$ cat config.mk
export PLATFORM = sky130hd
export DESIGN_NAME = stage_flow_ctrl
export DESIGN_NICKNAME = d
export VERILOG_FILES = /design/src/rtl/stage_ctl_pkg.sv /design/src/rtl/skid_fifo.sv /design/src/rtl/stage_seq.sv /design/src/rtl/free_count_reg.sv /design/src/rtl/stage_flow_ctrl.sv
export SDC_FILE = /design/constraint.sdc
export NUM_CORES = 1
export LEC_CHECK = 0
export ABC_AREA = 0
export BUFFER_PORTS_ARGS = -buffer_cell sky130_fd_sc_hd__buf_2
export CORE_AREA = 3 3 128 130
export DETAILED_ROUTE_END_ITERATION = 8
export DIE_AREA = 0 0 131 133
export HOLD_SLACK_MARGIN = 0.05
export SLEW_MARGIN = 20
export SYNTH_ARGS = -nofsm -noshare
export SYNTH_HDL_FRONTEND = slang
export SYNTH_SLANG_ARGS = --single-unit
$ cat constraint.sdc
create_clock -name clk -period 3.5 [get_ports clk]
set_input_delay 0.7 -clock clk [delete_from_list [all_inputs] [get_ports clk]]
set_output_delay 0.7 -clock clk [all_outputs]
set_load 0.02 [all_outputs]
$ cat src/rtl/stage_ctl_pkg.sv
package stage_ctl_pkg;
  typedef enum logic [2:0] {
    ST_IDLE   = 3'd0,
    ST_RUN    = 3'd1,
    ST_BLOCK  = 3'd2,
    ST_UNBLK  = 3'd3,
    ST_SQUASH = 3'd4
  } stg_state_e;
endpackage

$ cat src/rtl/skid_fifo.sv
module skid_fifo #(
  parameter int DEPTH = 4,
  parameter int W     = 32
) (
  input  logic                         clk,
  input  logic                         rst_n,
  input  logic                         push,
  input  logic                         pop,
  input  logic                         clr,
  input  logic [W-1:0]                 din,
  output logic [W-1:0]                 head,
  output logic [$clog2(DEPTH+1)-1:0]   cnt,
  output logic                         ovf
);
  localparam int PW = (DEPTH > 1) ? $clog2(DEPTH) : 1;
  localparam int CW = $clog2(DEPTH + 1);

  logic [W-1:0]  mem [DEPTH];
  logic [PW-1:0] rd_ptr_q, rd_ptr_d;
  logic [PW-1:0] wr_ptr_q, wr_ptr_d;
  logic [CW-1:0] cnt_q, cnt_d;
  logic          do_push, do_pop, is_full;

  function automatic logic [PW-1:0] ptr_inc(input logic [PW-1:0] p);
    return (p == PW'(DEPTH - 1)) ? '0 : p + 1'b1;
  endfunction

  assign is_full = (cnt_q == CW'(DEPTH));
  assign do_pop  = pop && (cnt_q != '0) && !clr;
  assign do_push = push && !clr && (!is_full || do_pop);
  assign ovf     = push && !clr && is_full && !do_pop;

  always_comb begin
    rd_ptr_d = rd_ptr_q;
    wr_ptr_d = wr_ptr_q;
    cnt_d    = cnt_q;
    if (clr) begin
      rd_ptr_d = '0;
      wr_ptr_d = '0;
      cnt_d    = '0;
    end else begin
      if (do_pop)  rd_ptr_d = ptr_inc(rd_ptr_q);
      if (do_push) wr_ptr_d = ptr_inc(wr_ptr_q);
      case ({do_push, do_pop})
        2'b10:   cnt_d = cnt_q + 1'b1;
        2'b01:   cnt_d = cnt_q - 1'b1;
        default: cnt_d = cnt_q;
      endcase
    end
  end

  always_ff @(posedge clk or negedge rst_n) begin
    if (!rst_n) begin
      rd_ptr_q <= '0;
      wr_ptr_q <= '0;
      cnt_q    <= '0;
    end else begin
      rd_ptr_q <= rd_ptr_d;
      wr_ptr_q <= wr_ptr_d;
      cnt_q    <= cnt_d;
    end
  end

  for (genvar gi = 0; gi < DEPTH; gi++) begin : g_slot
    logic slot_en;
    assign slot_en = do_push && (wr_ptr_q == PW'(gi));
    always_ff @(posedge clk) begin
      if (slot_en) mem[gi] <= din;
    end
  end

  assign head = mem[rd_ptr_q];
  assign cnt  = cnt_q;
endmodule

$ cat src/rtl/stage_seq.sv
module stage_seq
  import stage_ctl_pkg::*;
#(
  parameter int DEPTH = 4
) (
  input  logic                         clk,
  input  logic                         rst_n,
  input  logic                         up_valid,
  input  logic                         cm_stall,
  input  logic                         squash_any,
  input  logic                         iq_full,
  input  logic [$clog2(DEPTH+1)-1:0]   fifo_cnt,
  output stg_state_e                   state,
  output logic                         push,
  output logic                         pop,
  output logic                         clr,
  output logic                         sel_head,
  output logic                         iss_valid,
  output logic                         up_stall,
  output logic                         sq_step,
  output logic                         sq_stop
);
  localparam int CW = $clog2(DEPTH + 1);

  stg_state_e st_q, st_d;
  logic       fifo_has, fifo_more;

  assign fifo_has  = (fifo_cnt != '0);
  assign fifo_more = (fifo_cnt > CW'(1));

  always_comb begin
    st_d      = st_q;
    push      = 1'b0;
    pop       = 1'b0;
    clr       = 1'b0;
    sel_head  = 1'b0;
    iss_valid = 1'b0;
    up_stall  = 1'b0;
    sq_step   = 1'b0;
    sq_stop   = 1'b0;
    case (st_q)
      ST_IDLE, ST_RUN, ST_UNBLK: begin
        if (cm_stall) begin
          push = up_valid;
          st_d = ST_BLOCK;
        end else if (squash_any) begin
          clr  = 1'b1;
          st_d = ST_SQUASH;
        end else if (st_q == ST_UNBLK && fifo_has) begin
          if (iq_full) begin
            push     = up_valid;
            up_stall = 1'b1;
            st_d     = ST_BLOCK;
          end else begin
            pop       = 1'b1;
            sel_head  = 1'b1;
            iss_valid = 1'b1;
            push      = up_valid;
            up_stall  = fifo_more || up_valid;
            if (!(fifo_more || up_valid)) st_d = ST_RUN;
          end
        end else if (up_valid) begin
          if (iq_full) begin
            push     = 1'b1;
            up_stall = 1'b1;
            st_d     = ST_BLOCK;
          end else begin
            iss_valid = 1'b1;
            st_d      = ST_RUN;
          end
        end else if (st_q == ST_UNBLK) begin
          st_d = ST_RUN;
        end
      end
      ST_BLOCK: begin
        up_stall = 1'b1;
        if (squash_any) begin
          clr  = 1'b1;
          st_d = ST_SQUASH;
        end else begin
          push = up_valid;
          if (!cm_stall && !iq_full) st_d = ST_UNBLK;
        end
      end
      ST_SQUASH: begin
        if (squash_any) begin
          sq_step = 1'b1;
        end else begin
          sq_stop = 1'b1;
          st_d    = ST_RUN;
        end
      end
      default: st_d = ST_IDLE;
    endcase
  end

  always_ff @(posedge clk or negedge rst_n) begin
    if (!rst_n) st_q <= ST_IDLE;
    else        st_q <= st_d;
  end

  assign state = st_q;
endmodule

$ cat src/rtl/free_count_reg.sv
module free_count_reg #(
  parameter int W = 5
) (
  input  logic         clk,
  input  logic         rst_n,
  input  logic         en,
  input  logic [W-1:0] d,
  output logic [W-1:0] q
);
  always_ff @(posedge clk or negedge rst_n) begin
    if (!rst_n)  q <= '0;
    else if (en) q <= d;
  end
endmodule

$ cat src/rtl/stage_flow_ctrl.sv
module stage_flow_ctrl
  import stage_ctl_pkg::*;
#(
  parameter int BUNDLE_W   = 32,
  parameter int SKID_DEPTH = 4,
  parameter int FREE_W     = 5
) (
  input  logic                clk,
  input  logic                rst_n,
  input  logic                up_valid,
  input  logic [BUNDLE_W-1:0] up_bundle,
  input  logic                cm_stall,
  input  logic                cm_squash,
  input  logic                rob_squashing,
  input  logic                iq_full,
  input  logic [FREE_W-1:0]   iq_free,
  output logic                up_stall,
  output logic                iss_valid,
  output logic [BUNDLE_W-1:0] iss_bundle,
  output logic                squashing,
  output logic                sq_step,
  output logic                sq_stop,
  output logic [FREE_W-1:0]   free_out,
  output logic                skid_ovf,
  output logic [2:0]          stat
);
  localparam int CW = $clog2(SKID_DEPTH + 1);

  stg_state_e          cur_st;
  logic                squash_any;
  logic                f_push, f_pop, f_clr, sel_head;
  logic [BUNDLE_W-1:0] skid_head;
  logic [CW-1:0]       skid_cnt;

  assign squash_any = cm_squash || rob_squashing;

  stage_seq #(.DEPTH(SKID_DEPTH)) u_seq (
    .clk        (clk),
    .rst_n      (rst_n),
    .up_valid   (up_valid),
    .cm_stall   (cm_stall),
    .squash_any (squash_any),
    .iq_full    (iq_full),
    .fifo_cnt   (skid_cnt),
    .state      (cur_st),
    .push       (f_push),
    .pop        (f_pop),
    .clr        (f_clr),
    .sel_head   (sel_head),
    .iss_valid  (iss_valid),
    .up_stall   (up_stall),
    .sq_step    (sq_step),
    .sq_stop    (sq_stop)
  );

  skid_fifo #(.DEPTH(SKID_DEPTH), .W(BUNDLE_W)) u_skid (
    .clk   (clk),
    .rst_n (rst_n),
    .push  (f_push),
    .pop   (f_pop),
    .clr   (f_clr),
    .din   (up_bundle),
    .head  (skid_head),
    .cnt   (skid_cnt),
    .ovf   (skid_ovf)
  );

  free_count_reg #(.W(FREE_W)) u_free (
    .clk   (clk),
    .rst_n (rst_n),
    .en    (1'b1),
    .d     (iq_free),
    .q     (free_out)
  );

  assign iss_bundle = sel_head ? skid_head : up_bundle;
  assign squashing  = (cur_st == ST_SQUASH);
  assign stat       = cur_st;
endmodule

[After elaboration in Yosys (flattened, before gate mapping)]
Memory sizes are Yosys's and may differ from the RTL's.
Cells that the tools add are included.
Storage, ports and cells
  bits of input ports: 44
  memories kept: 1
  memory bits (writable): 128
  output and inout port bits: 46
  latch bits: 0
  memory bits (read-only): 0
  flip-flop bits (word level): 15
Memories
  u_skid.mem: words 4, width 32, read ports 1, clocked after Yosys merged registers in 0, wr ports 1, RTL line skid_fifo.sv:18  | logic [W-1:0] mem [DEPTH];
Operators by class
  muxes and demuxes: 66
  multipliers: 0
  magnitude comparators: 1
  reductions and logical operators: 31
  div/mod/pow operators: 0
  shifts and indexed selects: 0
  bitwise logic cells: 0
  $add $sub $neg: 4
  equality and inequality tests: 15
Operators by type and width (number)
  32-bit 2-to-1 mux: 4
  32-bit OR reduction: 3
  1-bit 2-to-1 mux: 36
  3-bit 2-to-1 mux: 11
  2-bit 2-to-1 mux: 10
  1-bit logical AND: 12
  3-bit case mux with 3 select lines: 1
  2-bit == test (second input constant): 4
  3-bit by 2-bit == test with 1-bit output (second input constant): 2
  3-bit == test (second input constant): 2
  6-bit by 4-bit != test with 1-bit output (second input constant): 1
  6-bit != test (second input constant): 1
  1-bit case mux with 2 select lines: 3
  3-bit case mux with 2 select lines: 1
  3-bit nonzero test: 2
  1-bit zero test: 5
  2-bit by 1-bit adder with 2-bit output (second input constant): 2
  2-bit by 1-bit == test with 1-bit output (second input constant): 2
  4-bit AND reduction: 1
  2-bit nonzero test: 2
  3-bit by 1-bit adder with 3-bit output (second input constant): 1
  3-bit by 1-bit == test with 1-bit output (second input constant): 1
  3-bit by 1-bit > comparator with 1-bit output (second input constant): 1
  3-bit zero test: 1
  other kinds (6): 8

[Longest topological paths before layout]
Gate-level depths: netlist of the first run.
  depth in word-level cells: 17
  mapped depth: 8
  mapped depth without buffers: 7

[Hierarchy]
Synthesis of the first run repeated with hierarchy kept, for this count alone.
Second synthesis, totals
  cells, all modules: 321
  area, all modules: 6256.0 um^2
Modules (own cells, without submodules)
  skid_fifo: cells an instance 217, area each 5103.6 um^2, instances 1
  stage_flow_ctrl: cells an instance 39, area each 561.8 um^2, instances 1
  stage_seq: cells an instance 55, area each 409.1 um^2, instances 1
  free_count_reg: cells an instance 10, area each 181.4 um^2, instances 1

[Worst setup path after synthesis of the first run]
Ideal clock, no wire load.
  path type: input-to-reg
  start: input cm_stall
  end: memory u_skid.mem[0][0] (enable)
  setup slack: 0.491 ns
  arrival time: 2.617 ns
  setup time: 0.392 ns
  stages: 5
  path buffers: 1
  cell sequence: clkbuf_1 nor2_1 nand3_1 o21ai_0 and3_1
RTL lines
  start, declared: RTL line stage_flow_ctrl.sv:12  | input logic cm_stall,
  1-bit 2-to-1 mux: RTL line stage_seq.sv:43  | if (cm_stall) begin
  1-bit case mux with 2 select lines or 1-bit 2-to-1 mux (tied branches): RTL line stage_seq.sv:41  | case (st_q)
  1-bit zero test or 1-bit logical AND (tied branches): RTL line skid_fifo.sv:29, skid_fifo.sv:30
  1-bit logical AND: RTL line skid_fifo.sv:29  | assign do_pop = pop && (cnt_q != '0) && !clr;
  1-bit logical OR: RTL line skid_fifo.sv:30  | assign do_push = push && !clr && (!is_full || do_pop);
  1-bit logical AND (*): RTL line skid_fifo.sv:30
  1-bit logical AND (*): RTL line skid_fifo.sv:66  | assign slot_en = do_push && (wr_ptr_q == PW'(gi));
  net u_skid.g_slot[0].slot_en: RTL line skid_fifo.sv:65  | logic slot_en;
  1-bit 2-to-1 mux (*): RTL line skid_fifo.sv:68  | if (slot_en) mem[gi] <= din;
  1-bit 2-to-1 mux (implied by the code) (*): RTL line skid_fifo.sv:68
  1-bit 2-to-1 mux (no line) (*) (3 in a row)
  end, declared: RTL line skid_fifo.sv:18
The timed path passes the listed nets; every way through them passes the cells marked *.

[Worst setup path after layout of the first run]
  start: register u_skid.cnt_q[0], in the netlist u_skid.cnt[0]
  end: output up_stall
Between the ends
  word-level cells in the longest chain between the ends: 7
RTL lines
  start, declared: RTL line skid_fifo.sv:21  | logic [CW-1:0] cnt_q, cnt_d;
  start signal, assigned: RTL line skid_fifo.sv:60  | cnt_q <= cnt_d;
  3-bit by 1-bit > comparator with 1-bit output: RTL line stage_seq.sv:29  | assign fifo_more = (fifo_cnt > CW'(1));
  1-bit logical OR: RTL line stage_seq.sv:59  | up_stall = fifo_more || up_valid;
  1-bit 2-to-1 mux: RTL line stage_seq.sv:50  | if (iq_full) begin
  1-bit 2-to-1 mux (*): RTL line stage_seq.sv:49  | end else if (st_q == ST_UNBLK && fifo_has) begin
  1-bit 2-to-1 mux (*): RTL line stage_seq.sv:46  | end else if (squash_any) begin
  1-bit 2-to-1 mux (*): RTL line stage_seq.sv:43
  1-bit case mux with 2 select lines (*): RTL line stage_seq.sv:41
  end, declared: RTL line stage_flow_ctrl.sv:17  | output logic up_stall,
Mark *: on every way between the ends. The rest lies on a longest branch, timed or not.

==> results.yml, run 1 <==
outcome:
  status: "complete, no violations"
timing:
  skew_ns: 0.00603
  hold_violations: 0
  period_needed_ns: 3.26
  tns_ns: 0
  slew_viol_final: 0
  fmax_mhz: 307
  tightestPinTransition_ns: 0.576
  setup_viol_count_final: 0
  fin_crit_sh_pct: 93.2
  rsz0062_at_grt: "no"
  timing.slew.headroom_pct: 61.2
die:
  fp.dieH_um: 133
  die_area_um2: 17400
  die_x_um: 131
  core_um2: 15300
  row_count: 45
  initial_core_util_pct: 39.8
  io_pins: 90
clock_network:
  clk_latency_ns: 0.41
  h-tree-depth: 4
  cts_setup_buffers: 0
  clk_pin_slew_ns: 0.06
  numCtsBuffers: 17
  cts_hold_buf: 0
  cts_resized: 0
  clock-sinks: 143
  root_buffer: "clkbuf_16"
  clockBufferDepth: 2
  cts_tree: "done"
detailed_routing:
  wl_per_cell_um: 17.9
  antenna_left: 0
  dr.pass1.iters: 4
  wirelength_um: 11700
  route.met2.wl_um: 5690
  drtIter0Drc: 145
  route.detailed.drc: 0
  top_layer_used: "met4"
  wl_met3_um: 457
  drt-met1-wl_um: 5370
  vias_per_cell: 5.17
  num_vias: 3374
yosys:
  yosysMostFrequentCell: "edfxtp_1"
  synth_area_leaders: "edfxtp_1, mux4_2, dfrtp_1"
  yosysWarnings: 0
  async_flop_share_pct: 10.5
  syn_inst: 323
  netlist_area_um2: 6070
  synth-seq-cells: 143
  synth_top_cell_area_share_pct: 63.3
  synth_commonest_cells: "edfxtp_1, mux4_2, mux2_2"
  syn_avg_cell_area_um2: 18.8
  synth_top_cell_by_area: "edfxtp_1"
  synth_cell_type_count: 44
  synth_edf_count: 128
  synth_top_flop_cell: "edfxtp_1"
  synthesis.nets: 376
  seq_area_frac_synth_pct: 69.5
placement:
  routabilityCongestion: 0.823
  portBuffers: 89
  placed_area_um2: 6820
  hpwl_um: 7540
  dp.cells: 621
worst_setup_path:
  cp_slowest_cell: "dfrtp_1"
  end_kind: "primary output"
  start_kind: "flop"
  cpPeakStageDelay_ns: 0.46
  critPathMaxFanout: 11
  cp_top_family: "compound AO/OA/AOI/OAI gates"
  path_cells: "inv_1 > ha_1 > nand2b_1 > and3_1 > o21ai_0 > a211o_1 > a21oi_1 > buf_2"
  path_class: "reg -> out"
  crit_required_ns: 2.80
  crit_buf_inv: 2
  worstPathArrival_ns: 2.56
pwr:
  irDropWorstVdd_mv: 0.344
  p_per_area_nw_per_um2: 591
  finalPower_uw: 4350
  cellLeakagePower_uw: 0.00257
global_routing:
  grt_pass1_vias: 3527
  grt_overflow: 0
  grt_pass1_wl_um: 18600
  track_usage_pct: 14.3
  grt_max_degree: 36
  antenna_found_initial: 0
cells_and_area:
  final_cell_count_no_fill: 653
  fin_area_um2: 7360
  drive_gt1_share_pct: 47.5
  nets: 482
  antenna_cells: 0
  area_growth_pct: 21.2
min_path:
  hold_class: "in -> async"
flow_run:
  maxCapViolCount: 0
[final cells by class]
cell class	count	area (um2)
clock buffer	17	425
tap	211	264
inverter	5	18.8
clock inverter	15	120
sequential	143	4220
timing repair buffer	101	561
multi-input combinational	161	1750
fill	1321	7900
[per-stage QoR]
| stage | hold WS, ns | setup WS, ns | util, % |
|---|---|---|---|
| floorplan | 0.404 | 0.491 | - |
| global placement | 0.553 | 0.469 | 44.7 |
| detailed placement | 0.562 | 0.369 | 44.7 |
| CTS | 0.194 | 0.197 | 48.3 |
| global route | 0.209 | 0.0134 | 48.3 |
| finish | 0.198 | 0.238 | 48.3 |
[power breakdown]
part	switching (uW)	total [uW]	internal (uW)
clock network	664	1630	969
logic	389	632	243
registers	80.5	2090	2010
[worst paths after layout]
path | startpoint | end | slack (ns) | cells past startpoint
min in group clk | iq_free[1] | u_free.q[1] | 0.39 | 1
max reg2reg | u_seq.state[2] | u_skid.mem[3][17] | 0.85 | 5
min reg2reg | u_skid.cnt[2] | u_skid.cnt[2] | 0.57 | 1
max | u_skid.cnt[0] | up_stall | 0.24 | 8
min | rst_n | u_skid.wr_ptr_q[1] | 0.20 | 1
max in group asynchronous | rst_n | u_skid.rd_ptr_q[1] | 3.00 | 1
[state kept, by name, indices dropped and copies added (netlist names)]
signal,cells
u_skid.cnt,3
u_seq.state,3
u_skid.mem,128
u_skid.wr_ptr_q,2
u_free.q,5
u_skid.rd_ptr_q,2
[layout by cell type, fill, tap and decap left out, types with 3 or more instances in the layout]
cell type	Yosys	routed
mux2_2	31	31
edfxtp_1	128	128
nand2_1	6	6
buf_4	0	10
clkinvlp_4	0	3
inv_1	5	5
o21ai_0	5	5
nor2_1	12	12
a21oi_1	9	9
mux4_2	32	32
nor3_1	3	3
and3_2	0	4
a211oi_1	3	3
clkbuf_16	0	17
nand3_1	8	8
ha_1	9	9
dfrtp_1	15	13
o31ai_1	5	5
buf_2	5	89
nand2b_1	3	3
clkinv_2	0	5
[kinds of logic after synthesis]
family | share of synthesized area [%]
compound gates | 4.63
flops | 69.5
fa+ha+maj | 1.85
mux | 17.8
buf+inv | 1.77
simple gates | 4.49
[metal layers]
metal  vias to the layer above  global-route usage, %
met2                        94                   22.3
met3                        13                   3.67
met5                         -                      0
li1                       1540                      -
met4                         0                   4.80
met1                      1727                   19.4
No activity file was read; power rests on OpenSTA's default activity.
==> run 2: changes to the inputs <==
Settings changed: REMOVE_ABC_BUFFERS set to 1.
==> results.yml, run 2 (synthesis gave the netlist of run 1 again) <==
die:
  row_count: 45
  io_pins: 90
  die_area_um2: 17400
  initial_core_util_pct: 39.8
  die_x_um: 131
  core_um2: 15300
  fp.dieH_um: 133
cells_and_area:
  nets: 481
  largest_reg_flops: 128
  top_register: "u_skid.mem"
  antenna_cells: 0
  fin_area_um2: 7550
  area_growth_pct: 24.3
  final_common_cell: "edfxtp_1"
  final_cell_mix: "edfxtp_1, buf_2, mux4_2"
  top_regs: "u_skid.mem x128, u_free.q x5"
  drive_gt1_share_pct: 47.4
worst_setup_path:
  r2r_end: "u_skid.mem[0][28]"
  reg2reg_from: "u_seq.state[2]"
  path_class: "reg -> out"
  r2r_slack_ns: 0.72
  endpoint: "iss_bundle[17]"
  worstPathArrival_ns: 2.54
  crit_required_ns: 2.80
  crit_start: "u_seq.state[2]"
  critPathMaxFanout: 35
  start_kind: "flop"
  ff2ff_path_depth: 5
  end_kind: "primary output"
clock_network:
  clk_latency_ns: 0.41
  h-tree-depth: 4
  cts_resized: 0
  clk_pin_slew_ns: 0.06
  cts_setup_buffers: 0
  numCtsBuffers: 17
  root_buffer: "clkbuf_16"
  cts_tree: "done"
  clock-sinks: 143
  clockBufferDepth: 2
  cts_hold_buf: 0
global_routing:
  antenna_found_initial: 0
  grt_pass1_vias: 3486
  grt_overflow: 0
  track_usage_pct: 14.6
  grt_max_degree: 36
  grt_pass1_wl_um: 19000
placement:
  placed_area_um2: 6890
  routabilityCongestion: 0.845
  hpwl_um: 7690
  portBuffers: 89
pwr:
  irDropWorstVdd_mv: 0.343
  cellLeakagePower_uw: 0.00263
  p_per_area_nw_per_um2: 630
timing:
  slew_viol_final: 0
  skew_ns: 0.00626
  period_needed_ns: 3.24
  tightestPinTransition_ns: 0.622
  setup_viol_count_final: 0
  fmax_mhz: 309
  tns_ns: 0
  fin_crit_sh_pct: 92.5
  rsz0062_at_grt: "no"
  hold_violations: 0
  timing.slew.headroom_pct: 58.3
detailed_routing:
  route.detailed.drc: 0
  antenna_left: 0
  dr.pass1.iters: 4
  wl_per_cell_um: 18.4
  vias_per_cell: 5.12
  num_vias: 3338
  drtIter0Drc: 286
  wirelength_um: 12000
flow_run:
  maxCapViolCount: 0
outcome:
  status: "complete, no violations"
min_path:
  hold_class: "in -> async"
## run 2: cell types whose count changed in the layout (fill, tap and decap cells not counted)
cell	before	now
buf_4	10	3
clkinv_2	5	1
clkinv_4	2	1
buf_12	2	8
clkinv_1	2	1
bufinv_16	1	6
clkbuf_1	0	1
## run 2: power by group
group / total (uW) / switching [uW] / internal (uW)
combinational: 656 / 401 / 255
sequential: 2090 / 82.6 / 2010
clock: 2010 / 670 / 1340
## run 2: worst min-delay path by stage
stage                    endpoint  slack [ns]  cells after the start
global route          u_free.q[3]        0.21                      1
finish                u_free.q[2]        0.19                      1
floorplan             u_free.q[0]        0.40                      0
detailed placement  u_skid.cnt[2]        0.56                      1
global placement    u_skid.cnt[2]        0.56                      1
CTS                   u_free.q[2]        0.20                      1
## run 2: layout make-up
class	count	area, um2
clock inverters	14	238
multi-input cells	161	1750
flip-flops and latches	143	4220
fillers	1272	7710
repair buffers	100	628
inverters	5	18.8
clock buffers	18	429
well taps	211	264
## run 2: worst max-delay path, stage by stage, from the launching register on
cell and delay [ns]:
dfrtp_1 0.49, nor3_1 0.41, nand3_1 0.27, nor2_4 0.16, buf_12 0.24, mux2_2 0.37
buf_2 0.16
## run 2: metrics by stage
stage	total power (uW)	worst slack [ns]	hold slack, ns	util [%]	std cells
after floorplan	2530	0.348	0.404	-	309
after global placement	2770	0.477	0.561	45.1	620
after detailed placement	2780	0.417	0.556	45.1	620
after CTS	4810	0.239	0.195	49.5	652
after global routing	4960	0.0567	0.213	49.5	652
final	4750	0.263	0.195	49.5	652
## run 2: layer usage
layer | vias to the layer above | global-route usage, % | share of wire, %
met1 | 1683 | 20.1 | 46
met5 | - | 0 | 0
met2 | 105 | 22.5 | 48
li1 | 1529 | - | -
met3 | 21 | 3.23 | 4.2
met4 | 0 | 5.54 | 1.6
